$ cat src/rtl/phy_cr_pkg.sv
package phy_cr_pkg;

    localparam int HOST_AW = 8;

    localparam logic [HOST_AW-1:0] OFF_DIN   = 8'h0C;
    localparam logic [HOST_AW-1:0] OFF_DOUT  = 8'h10;
    localparam logic [HOST_AW-1:0] OFF_CADDR = 8'h14;
    localparam logic [HOST_AW-1:0] OFF_CDATA = 8'h18;
    localparam logic [HOST_AW-1:0] OFF_RD    = 8'h1C;
    localparam logic [HOST_AW-1:0] OFF_WR    = 8'h20;

    typedef enum logic [2:0] {
        ST_IDLE,
        ST_CAPTURE,
        ST_WRITE,
        ST_READ_DUMMY,
        ST_READ_GAP,
        ST_READ
    } seq_state_t;

    typedef struct packed {
        logic caddr;
        logic cdata;
        logic wr;
        logic rd;
    } strobe_t;

endpackage

$ cat src/rtl/phy_cr_hostif.sv
module phy_cr_hostif
    import phy_cr_pkg::*;
#(
    parameter int DW = 32,
    parameter int PW = 16
) (
    input  logic               clk,
    input  logic               rst_n,
    input  logic               host_valid,
    output logic               host_ready,
    input  logic               host_we,
    input  logic [HOST_AW-1:0] host_addr,
    input  logic [DW-1:0]      host_wdata,
    output logic               host_rvalid,
    output logic [DW-1:0]      host_rdata,
    output logic [DW-1:0]      din_q,
    output strobe_t            start,
    input  strobe_t            busy,
    input  logic               seq_busy,
    input  logic [PW-1:0]      dout
);

    logic          wr_acc;
    logic          rd_acc;
    logic          strobe_ok;
    logic [DW-1:0] rd_mux;

    always_comb begin
        host_ready = !host_rvalid;
        wr_acc     = host_valid && host_ready && host_we;
        rd_acc     = host_valid && host_ready && !host_we;
        strobe_ok  = wr_acc && host_wdata[0] && !seq_busy;
        start.caddr = strobe_ok && (host_addr == OFF_CADDR);
        start.cdata = strobe_ok && (host_addr == OFF_CDATA);
        start.wr    = strobe_ok && (host_addr == OFF_WR);
        start.rd    = strobe_ok && (host_addr == OFF_RD);
    end

    always_comb begin
        unique case (host_addr)
            OFF_DIN:   rd_mux = din_q;
            OFF_DOUT:  rd_mux = DW'(dout);
            OFF_CADDR: rd_mux = DW'(busy.caddr);
            OFF_CDATA: rd_mux = DW'(busy.cdata);
            OFF_RD:    rd_mux = DW'(busy.rd);
            OFF_WR:    rd_mux = DW'(busy.wr);
            default:   rd_mux = '0;
        endcase
    end

    always_ff @(posedge clk or negedge rst_n) begin
        if (!rst_n) begin
            din_q       <= '0;
            host_rvalid <= 1'b0;
            host_rdata  <= '0;
        end else begin
            host_rvalid <= rd_acc;
            if (rd_acc) begin
                host_rdata <= rd_mux;
            end
            if (wr_acc && (host_addr == OFF_DIN)) begin
                din_q <= host_wdata;
            end
        end
    end

endmodule

$ cat src/rtl/phy_cr_seq.sv
module phy_cr_seq
    import phy_cr_pkg::*;
#(
    parameter int PW          = 16,
    parameter int CAP_LAT     = 3,
    parameter bit DOUBLE_READ = 1'b1
) (
    input  logic          clk,
    input  logic          rst_n,
    input  strobe_t       start,
    input  logic [PW-1:0] din_lo,
    output strobe_t       busy,
    output logic          seq_busy,
    output logic          phy_req,
    output logic          phy_we,
    output logic [PW-1:0] phy_addr,
    output logic [PW-1:0] phy_wdata,
    input  logic          phy_ack,
    input  logic [PW-1:0] phy_rdata,
    output logic [PW-1:0] dout
);

    localparam int CW = (CAP_LAT < 2) ? 1 : $clog2(CAP_LAT);
    localparam logic [CW-1:0] CAP_LAST = CW'(CAP_LAT - 1);

    seq_state_t    st, nxt;
    logic [CW-1:0] cap_cnt;
    logic          cap_is_addr;
    logic [PW-1:0] addr_q;
    logic [PW-1:0] data_q;
    logic [PW-1:0] dout_q;
    logic          fresh;
    logic          any_cap;

    assign any_cap = start.caddr || start.cdata;

    // State register
    always_ff @(posedge clk or negedge rst_n) begin
        if (!rst_n) begin
            st <= ST_IDLE;
        end else begin
            st <= nxt;
        end
    end

    // Next state
    always_comb begin
        nxt = st;
        unique case (st)
            ST_IDLE: begin
                if (any_cap) begin
                    nxt = ST_CAPTURE;
                end else if (start.wr) begin
                    nxt = ST_WRITE;
                end else if (start.rd) begin
                    nxt = fresh ? ST_READ_DUMMY : ST_READ;
                end
            end
            ST_CAPTURE:    if (cap_cnt == CAP_LAST) nxt = ST_IDLE;
            ST_WRITE:      if (phy_ack) nxt = ST_IDLE;
            ST_READ_DUMMY: if (phy_ack) nxt = ST_READ_GAP;
            ST_READ_GAP:   nxt = ST_READ;
            ST_READ:       if (phy_ack) nxt = ST_IDLE;
            default:       nxt = ST_IDLE;
        endcase
    end

    // Outputs
    always_comb begin
        phy_req    = (st == ST_WRITE) || (st == ST_READ_DUMMY) || (st == ST_READ);
        phy_we     = (st == ST_WRITE);
        phy_addr   = addr_q;
        phy_wdata  = data_q;
        dout       = dout_q;
        seq_busy   = (st != ST_IDLE);
        busy.caddr = (st == ST_CAPTURE) && cap_is_addr;
        busy.cdata = (st == ST_CAPTURE) && !cap_is_addr;
        busy.wr    = (st == ST_WRITE);
        busy.rd    = (st == ST_READ_DUMMY) || (st == ST_READ_GAP) || (st == ST_READ);
    end

    // Datapath
    always_ff @(posedge clk or negedge rst_n) begin
        if (!rst_n) begin
            cap_cnt     <= '0;
            cap_is_addr <= 1'b0;
            addr_q      <= '0;
            data_q      <= '0;
            dout_q      <= '0;
        end else begin
            cap_cnt <= (st == ST_CAPTURE) ? cap_cnt + 1'b1 : '0;
            if (st == ST_IDLE) begin
                if (start.caddr) begin
                    addr_q      <= din_lo;
                    cap_is_addr <= 1'b1;
                end else if (start.cdata) begin
                    data_q      <= din_lo;
                    cap_is_addr <= 1'b0;
                end
            end
            if ((st == ST_READ) && phy_ack) begin
                dout_q <= phy_rdata;
            end
        end
    end

    generate
        if (DOUBLE_READ) begin : g_fresh
            always_ff @(posedge clk or negedge rst_n) begin
                if (!rst_n) begin
                    fresh <= 1'b0;
                end else if ((st == ST_IDLE) && start.caddr) begin
                    fresh <= 1'b1;
                end else if ((st == ST_READ) && phy_ack) begin
                    fresh <= 1'b0;
                end
            end
        end else begin : g_nofresh
            assign fresh = 1'b0;
        end
    endgenerate

endmodule

$ cat src/rtl/phy_cr_bridge.sv
module phy_cr_bridge
    import phy_cr_pkg::*;
#(
    parameter int DW          = 32,
    parameter int PW          = 16,
    parameter int CAP_LAT     = 3,
    parameter bit DOUBLE_READ = 1'b1
) (
    input  logic               clk,
    input  logic               rst_n,
    input  logic               host_valid,
    output logic               host_ready,
    input  logic               host_we,
    input  logic [HOST_AW-1:0] host_addr,
    input  logic [DW-1:0]      host_wdata,
    output logic               host_rvalid,
    output logic [DW-1:0]      host_rdata,
    output logic               phy_req,
    output logic               phy_we,
    output logic [PW-1:0]      phy_addr,
    output logic [PW-1:0]      phy_wdata,
    input  logic               phy_ack,
    input  logic [PW-1:0]      phy_rdata
);

    logic [DW-1:0] din_q;
    strobe_t       start_w;
    strobe_t       busy_w;
    logic          seq_busy;
    logic [PW-1:0] dout_w;

    phy_cr_hostif #(.DW(DW), .PW(PW)) u_hostif (
        .clk         (clk),
        .rst_n       (rst_n),
        .host_valid  (host_valid),
        .host_ready  (host_ready),
        .host_we     (host_we),
        .host_addr   (host_addr),
        .host_wdata  (host_wdata),
        .host_rvalid (host_rvalid),
        .host_rdata  (host_rdata),
        .din_q       (din_q),
        .start       (start_w),
        .busy        (busy_w),
        .seq_busy    (seq_busy),
        .dout        (dout_w)
    );

    phy_cr_seq #(.PW(PW), .CAP_LAT(CAP_LAT), .DOUBLE_READ(DOUBLE_READ)) u_seq (
        .clk       (clk),
        .rst_n     (rst_n),
        .start     (start_w),
        .din_lo    (din_q[PW-1:0]),
        .busy      (busy_w),
        .seq_busy  (seq_busy),
        .phy_req   (phy_req),
        .phy_we    (phy_we),
        .phy_addr  (phy_addr),
        .phy_wdata (phy_wdata),
        .phy_ack   (phy_ack),
        .phy_rdata (phy_rdata),
        .dout      (dout_w)
    );

endmodule

$ cat config.mk
export PLATFORM = sky130hd
export DESIGN_NAME = phy_cr_bridge
export DESIGN_NICKNAME = d
export VERILOG_FILES = /design/src/rtl/phy_cr_pkg.sv /design/src/rtl/phy_cr_hostif.sv /design/src/rtl/phy_cr_seq.sv /design/src/rtl/phy_cr_bridge.sv
export SDC_FILE = /design/constraint.sdc
export NUM_CORES = 1
export LEC_CHECK = 0
export ABC_AREA = 1
export ABC_CLOCK_PERIOD_IN_PS = 3700
export CORE_MARGIN = 2
export CORE_UTILIZATION = 53
export DETAILED_ROUTE_END_ITERATION = 12
export PLACE_DENSITY_LB_ADDON = 0.15
export SLEW_MARGIN = 5
export SYNTH_ARGS = -nofsm -noshare
export SYNTH_HDL_FRONTEND = slang
export SYNTH_SLANG_ARGS = --single-unit
$ cat constraint.sdc
create_clock -name clk -period 3.7 [get_ports clk]
set_clock_uncertainty 0.05 [all_clocks]
set_input_delay 0.555 -clock clk [delete_from_list [all_inputs] [get_ports clk]]
set_output_delay 0.555 -clock clk [all_outputs]
set_load 0.1 [all_outputs]
==> impl_metrics.yaml, run 1 <==
cells_and_area:
  n_fill_cell: 659
  fin_util_pct: 75.2
  fin_nets: 757
  layout-drive-gt1-share_pct: 9.89
  multiInputGateArea_um2: 1650
  antenna_cells: 0
  seqCellArea_um2: 3000
  area_delta_synth_final_pct: 37.7
  fin_area_um2: 6950
worst_setup_path:
  cp-start-kind: "register"
  crit_fanout: 4
  critical_path_arrival_ps: 2180
  cp_slowest_stage_delay_ps: 1130
  endpoint: "host_ready"
  rr_endpoint: "u_seq.phy_addr[6]$_DFFE_PN0P_"
  startpoint: "u_hostif.host_rvalid$_DFF_PN0_"
  worstPathCellList: "inv_1 -> clkdlybuf4s50_1"
  cp.required_ps: 3090
  critical_path.slowest_cell: "clkdlybuf4s50_1"
  criticalPathCategory: "reg -> out"
  rrSetupSlack_ps: 1680
  end_kind: "output port"
  r2r-start: "u_seq.st[1]$_DFFE_PN0P_"
  reg2reg_depth: 6
synthesis:
  synthDistinctLibCells: 25
  syn_nets: 631
  avgSynthCellArea_um2: 8.87
  yosys_warnings: 0
  ys_ff_latch: 120
  synth_top_area_share_pct: 59.5
  synth_area_leaders: "dfrtp_1, nand2_1, inv_1"
  netlist_area_um2: 5050
  seq_area_frac_synth_pct: 59.5
  synth.largest_area_cell: "dfrtp_1"
  synthCells: 569
placement:
  dpl_cell_area_um2: 6380
  io_buffers: 128
  place_congestion: 0.835
  dpl.hpwl_um: 8210
  dp_slack_ps: 981
sta:
  timing.hold.ws_ps: 19.1
  hold_viol_final: 0
  min_period_ps: 2780
  fmax_ghz: 0.360
  worstMarginPinSlew_ps: 1030
  rsz0062_at_grt: "no"
  worst_slack_ps: 919
  slew_headroom_pct: 31.4
  drv_slew: 0
  tns_ps: 0
  finalSetupViolations: 0
  fin_crit_sh_pct: 75.2
floorplan:
  dieArea_um2: 10300
  die_w_um: 102
  die_height_um: 102
  design.core.area_um2: 9240
  io_pins: 129
  start_util_pct: 54.6
  rows: 35
power:
  power_density_nw_per_um2: 539
  leakage_nw: 3.37
  peakVddDrop_uv: 329
global_routing:
  grt_overflow: 0
  grt_pass1_wl_um: 19900
  grt_max_degree: 65
  grt_usage_pct: 25.1
  grt_pass1_vias: 4044
  grt_antenna_before_repair: 0
routing:
  num_vias: 4268
  wl_um: 12300
  wl_per_cell_um: 14.6
  viasPerCell: 5.10
  drt_first_pass_iters: 5
  drcViolationCount: 0
  drtAntennaViolNets: 0
  drt_iter0_drc: 325
clocking:
  clock_sinks: 120
  cts_htree_levels: 4
  cts_buffers: 17
  root_buffer: "clkbuf_8"
  clkLatencyLatePin_ps: 530
  cts_resized: 0
  clkTransAtPathRegs_ps: 60
  cts_hold_buffers: 0
  cts_tree: "built"
  clock_path_buffers: 2
  post_cts_buffers: 0
job:
  drv_cap: 0
worst_hold_path:
  hold_path.class: "in -> async"
run_status:
  status: "finished clean"
## power by group
group	leakage (nW)	internal (mW)	total [mW]	switching [mW]
registers	1.54	1.45	1.51	0.0650
logic	1.56	0.209	0.689	0.480
clock network	0.270	0.930	1.55	0.616
total	3.37	2.59	3.75	1.16
## layout by cell type, fill, tap and decap left out, types with 2 or more instances in the layout
cell and count:
clkbuf_16 16, nand2_1 177, nor3_2 2, nand3_1 9, clkinvlp_4 3, clkinv_2 2
nor2_2 2, dfrtp_1 120, o22ai_1 14, nor2_1 37, inv_1 67, a21oi_1 21
clkbuf_8 3, clkinv_4 6, o21ai_2 16, nor2_4 2, inv_2 4, o21ai_0 31
o31ai_1 3, clkdlybuf4s50_1 125, o21ai_1 31, buf_4 7
## final cells by class
type | instances | area share [%]
Clock inverter | 13 | 1.78
Clock buffer | 19 | 6.36
Timing Repair Buffer | 132 | 18.8
Sequential cell | 120 | 43.2
Tap cell | 129 | 2.32
Inverter | 71 | 3.84
Multi-Input combinational cell | 353 | 23.7
## worst min path at each step
stage | from | cells past startpoint | slack (ps) | end
finish | rst_n | 1 | 20 | u_seq.phy_wdata[9]$_DFFE_PN0P_
detailed placement | u_seq.cap_cnt[0]$_DFF_PN0_ | 1 | 380 | u_seq.cap_cnt[0]$_DFF_PN0_
CTS | rst_n | 1 | 40 | u_seq.phy_wdata[9]$_DFFE_PN0P_
floorplan | rst_n | 0 | 210 | u_hostif.din_q[0]$_DFFE_PN0P_
global placement | u_seq.cap_cnt[0]$_DFF_PN0_ | 1 | 360 | u_seq.cap_cnt[0]$_DFF_PN0_
global route | rst_n | 1 | 60 | u_seq.phy_wdata[9]$_DFFE_PN0P_
## cells in the mapped netlist, drive strengths merged
cell and instances:
or2 1, nand3 10, nor2 41, inv 71, o31ai 3, clkbuf 6, nand2 178, o21ai 78
dfrtp 120, buf 19, o22ai 14, nand4 2, a21oi 21, a21boi 1, ha 1, nor3 3
## state kept, by name (all words and copies together) (netlist names)
name	cells
u_seq.st	3
u_seq.phy_addr	16
u_seq.phy_wdata	16
u_hostif.host_rvalid	1
u_hostif.din_q	32
u_seq.cap_cnt	2
u_seq.dout	16
u_hostif.host_rdata	32
u_seq.fresh	1
u_seq.cap_is_addr	1
## per-stage QoR
| stage | power, mW | cells |
|---|---|---|
| final | 3.75 | 837 |
| after global placement | 2.18 | 805 |
| after global routing | 3.90 | 837 |
| after detailed placement | 2.21 | 805 |
| after floorplan | 1.99 | 569 |
| after CTS | 3.76 | 837 |
## critical path, delay by kind of cell, from the launching register on
kind / cells / cell delay [ps]
buffers and inverters: 2 / 1220
flip-flops: 1 / 430
## logic make-up (layout without fill, tap and decap cells)
family          count (synthesis)  in the layout  synth area share (%)
compound gates                117            117                  13.3
flops                         120            120                  59.5
buf+inv                        96            235                  7.98
fa+ha+maj                       1              1                 0.248
simple gates                  235            235                  18.9
## metal layers
| metal | global-route usage, % | part of all wire (%) | vias up |
|---|---|---|---|
| met5 | 0 | 0 | - |
| met4 | 7.90 | 1.5 | 0 |
| met3 | 7.04 | 7.4 | 23 |
| met2 | 38.7 | 47 | 151 |
| met1 | 34.9 | 44 | 2040 |
| li1 | - | - | 2054 |
Power figures use the tool's default switching activity.
==> run 2: changes to the inputs <==
--- a/config.mk
+++ b/config.mk
@@ -6,9 +6,9 @@
 export NUM_CORES = 1
 export LEC_CHECK = 0
 export ABC_AREA = 1
-export ABC_CLOCK_PERIOD_IN_PS = 3700
+export ABC_CLOCK_PERIOD_IN_PS = 2500
 export CORE_MARGIN = 2
-export CORE_UTILIZATION = 53
+export CORE_UTILIZATION = 44
 export DETAILED_ROUTE_END_ITERATION = 12
 export PLACE_DENSITY_LB_ADDON = 0.15
 export SLEW_MARGIN = 5
==> constraint.sdc (replaced) <==
create_clock -name clk -period 2.5 [get_ports clk]
set_clock_uncertainty 0.05 [all_clocks]
set_input_delay 0.375 -clock clk [delete_from_list [all_inputs] [get_ports clk]]
set_output_delay 0.375 -clock clk [all_outputs]
set_load 0.1 [all_outputs]
==> impl_metrics.yaml, run 2 (synthesis results as in run 1) <==
cells_and_area:
  antenna_cells: 0
  area_delta_synth_final_pct: 37.0
  final_cell_mix: "nand2_1, dfrtp_1, buf_4"
  n_fill_cell: 948
  multiInputGateArea_um2: 1650
  seqCellArea_um2: 3000
  fin_area_um2: 6910
  layout-drive-gt1-share_pct: 19.8
  layout_commonest_cell: "nand2_1"
  largestRegisters: "u_hostif.din_q (32), u_hostif.host_rdata (32)"
  fin_nets: 761
clocking:
  root_buffer: "clkbuf_16"
  cts_htree_levels: 4
  cts_buffers: 17
  clock_path_buffers: 2
  cts_tree: "built"
  clkTransAtPathRegs_ps: 60
  clock_sinks: 120
  clkLatencyLatePin_ps: 410
worst_setup_path:
  worstPathCellList: "inv_1 -> nor2_1 -> nand2_1 -> nand2_1 -> buf_4"
  critical_path.slowest_cell: "dfrtp_1"
  rrSetupSlack_ps: 790
  cp_slowest_stage_delay_ps: 420
  end_kind: "output port"
  startpoint: "u_seq.st[0]$_DFFE_PN0P_"
  critical_path_arrival_ps: 1480
  r2r-start: "u_hostif.host_rvalid$_DFF_PN0_"
  crit_fanout: 5
  criticalPathCategory: "reg -> out"
  reg2reg_depth: 6
  cp_common_cell: "nand2_1"
  rr_endpoint: "u_seq.phy_wdata[5]$_DFFE_PN0P_"
  cp.required_ps: 2080
  cp-start-kind: "register"
worst_hold_path:
  hold_path.class: "in -> async"
routing:
  drtAntennaViolNets: 0
  wl_um: 12100
  wl_per_cell_um: 14.1
  viasPerCell: 4.81
  num_vias: 4109
  drt_iter0_drc: 303
  drt_first_pass_iters: 4
  drcViolationCount: 0
global_routing:
  grt_antenna_before_repair: 0
  grt_overflow: 0
  grt_usage_pct: 20.2
  grt_pass1_wl_um: 20000
  grt_max_degree: 68
  grt_pass1_vias: 3986
placement:
  io_buffers: 128
  place_congestion: 0.827
  dpl.hpwl_um: 8340
  dpl_cell_area_um2: 6290
  dp_slack_ps: 288
sta:
  slew_headroom_pct: 57.2
  finalSetupViolations: 0
  fin_crit_sh_pct: 76.4
  fmax_ghz: 0.524
  drv_slew: 0
  rsz0062_at_grt: "no"
  min_period_ps: 1910
  worstMarginPinSlew_ps: 640
  tns_ps: 0
  worst_slack_ps: 591
  hold_viol_final: 0
power:
  power_density_nw_per_um2: 834
  peakVddDrop_uv: 514
  p_comb_share_pct: 17.4
  p_int_mw: 4.04
  power_switching_mw: 1.72
  seq_power_share_pct: 38.8
  leakage_nw: 3.56
  clockPowerShare_pct: 43.9
  switching_share_pct: 29.8
floorplan:
  dieArea_um2: 12300
  io_pins: 129
  design.core.area_um2: 11300
  start_util_pct: 44.6
  die_height_um: 111
  rows: 39
  die_w_um: 111
job:
  drv_cap: 0
run_status:
  status: "finished clean"
## run 2: how the worst max path moves through the flow
stage / end / slack (ps) / cells after the start
global placement: u_seq.phy_wdata[4]$_DFFE_PN0P_ / 340 / 8
detailed placement: u_seq.phy_wdata[6]$_DFFE_PN0P_ / 290 / 8
finish: phy_req / 590 / 5
global route: phy_req / 420 / 5
floorplan: u_hostif.host_rdata[0]$_DFFE_PN0P_ / 120 / 7
CTS: phy_req / 570 / 5
## run 2: power groups by stage
| stage | Combinational [mW] | Clock [mW] | Sequential (mW) |
|---|---|---|---|
| floorplan | 0.576 | 0 | 2.37 |
| global placement | 0.977 | 0 | 2.26 |
| detailed placement | 1.00 | 0 | 2.27 |
| CTS | 1.01 | 2.56 | 2.24 |
| global route | 1.11 | 2.66 | 2.26 |
| finish | 1.00 | 2.53 | 2.23 |
## run 2: critical path: cells and delay by family (launching register included)
family	cells	cell delay (ps)
buffers and inverters	2	340
DFF	1	420
and+or+nand+nor	3	310
## run 2: layout make-up
class | instances | share of cell area [%]
sequential | 120 | 43.4
multi-input combinational | 353 | 23.8
timing repair buffer | 136 | 17.3
clock buffer | 17 | 6.15
inverter | 71 | 3.91
clock inverter | 15 | 2.79
tap | 143 | 2.59
## run 2: through the flow
step | hold slack (ps) | utilization, % | instances | power [mW]
after global routing | 387 | 61.1 | 855 | 6.03
final | 366 | 61.1 | 855 | 5.76
after CTS | 370 | 61.1 | 855 | 5.81
after floorplan | 29.4 | - | 569 | 2.94
after global placement | 257 | 55.5 | 822 | 3.24
after detailed placement | 265 | 55.5 | 822 | 3.27
## run 2: what timing repair did
item / CTS / global route
resized for setup: 0 / 0
buffers inserted: 0 / 0
hold buffers: 1 / 0
endpoints found under the hold margin: 25 / 0
## run 2: layer usage
layer  global-route usage, %  vias to the layer above  routed length [um]
met1                    28.5                     1905                5680
met5                       0                        -                   0
met2                    29.7                      120                5390
met3                    6.34                       20                 761
met4                    7.00                        0                 243
li1                        -                     2064                   -
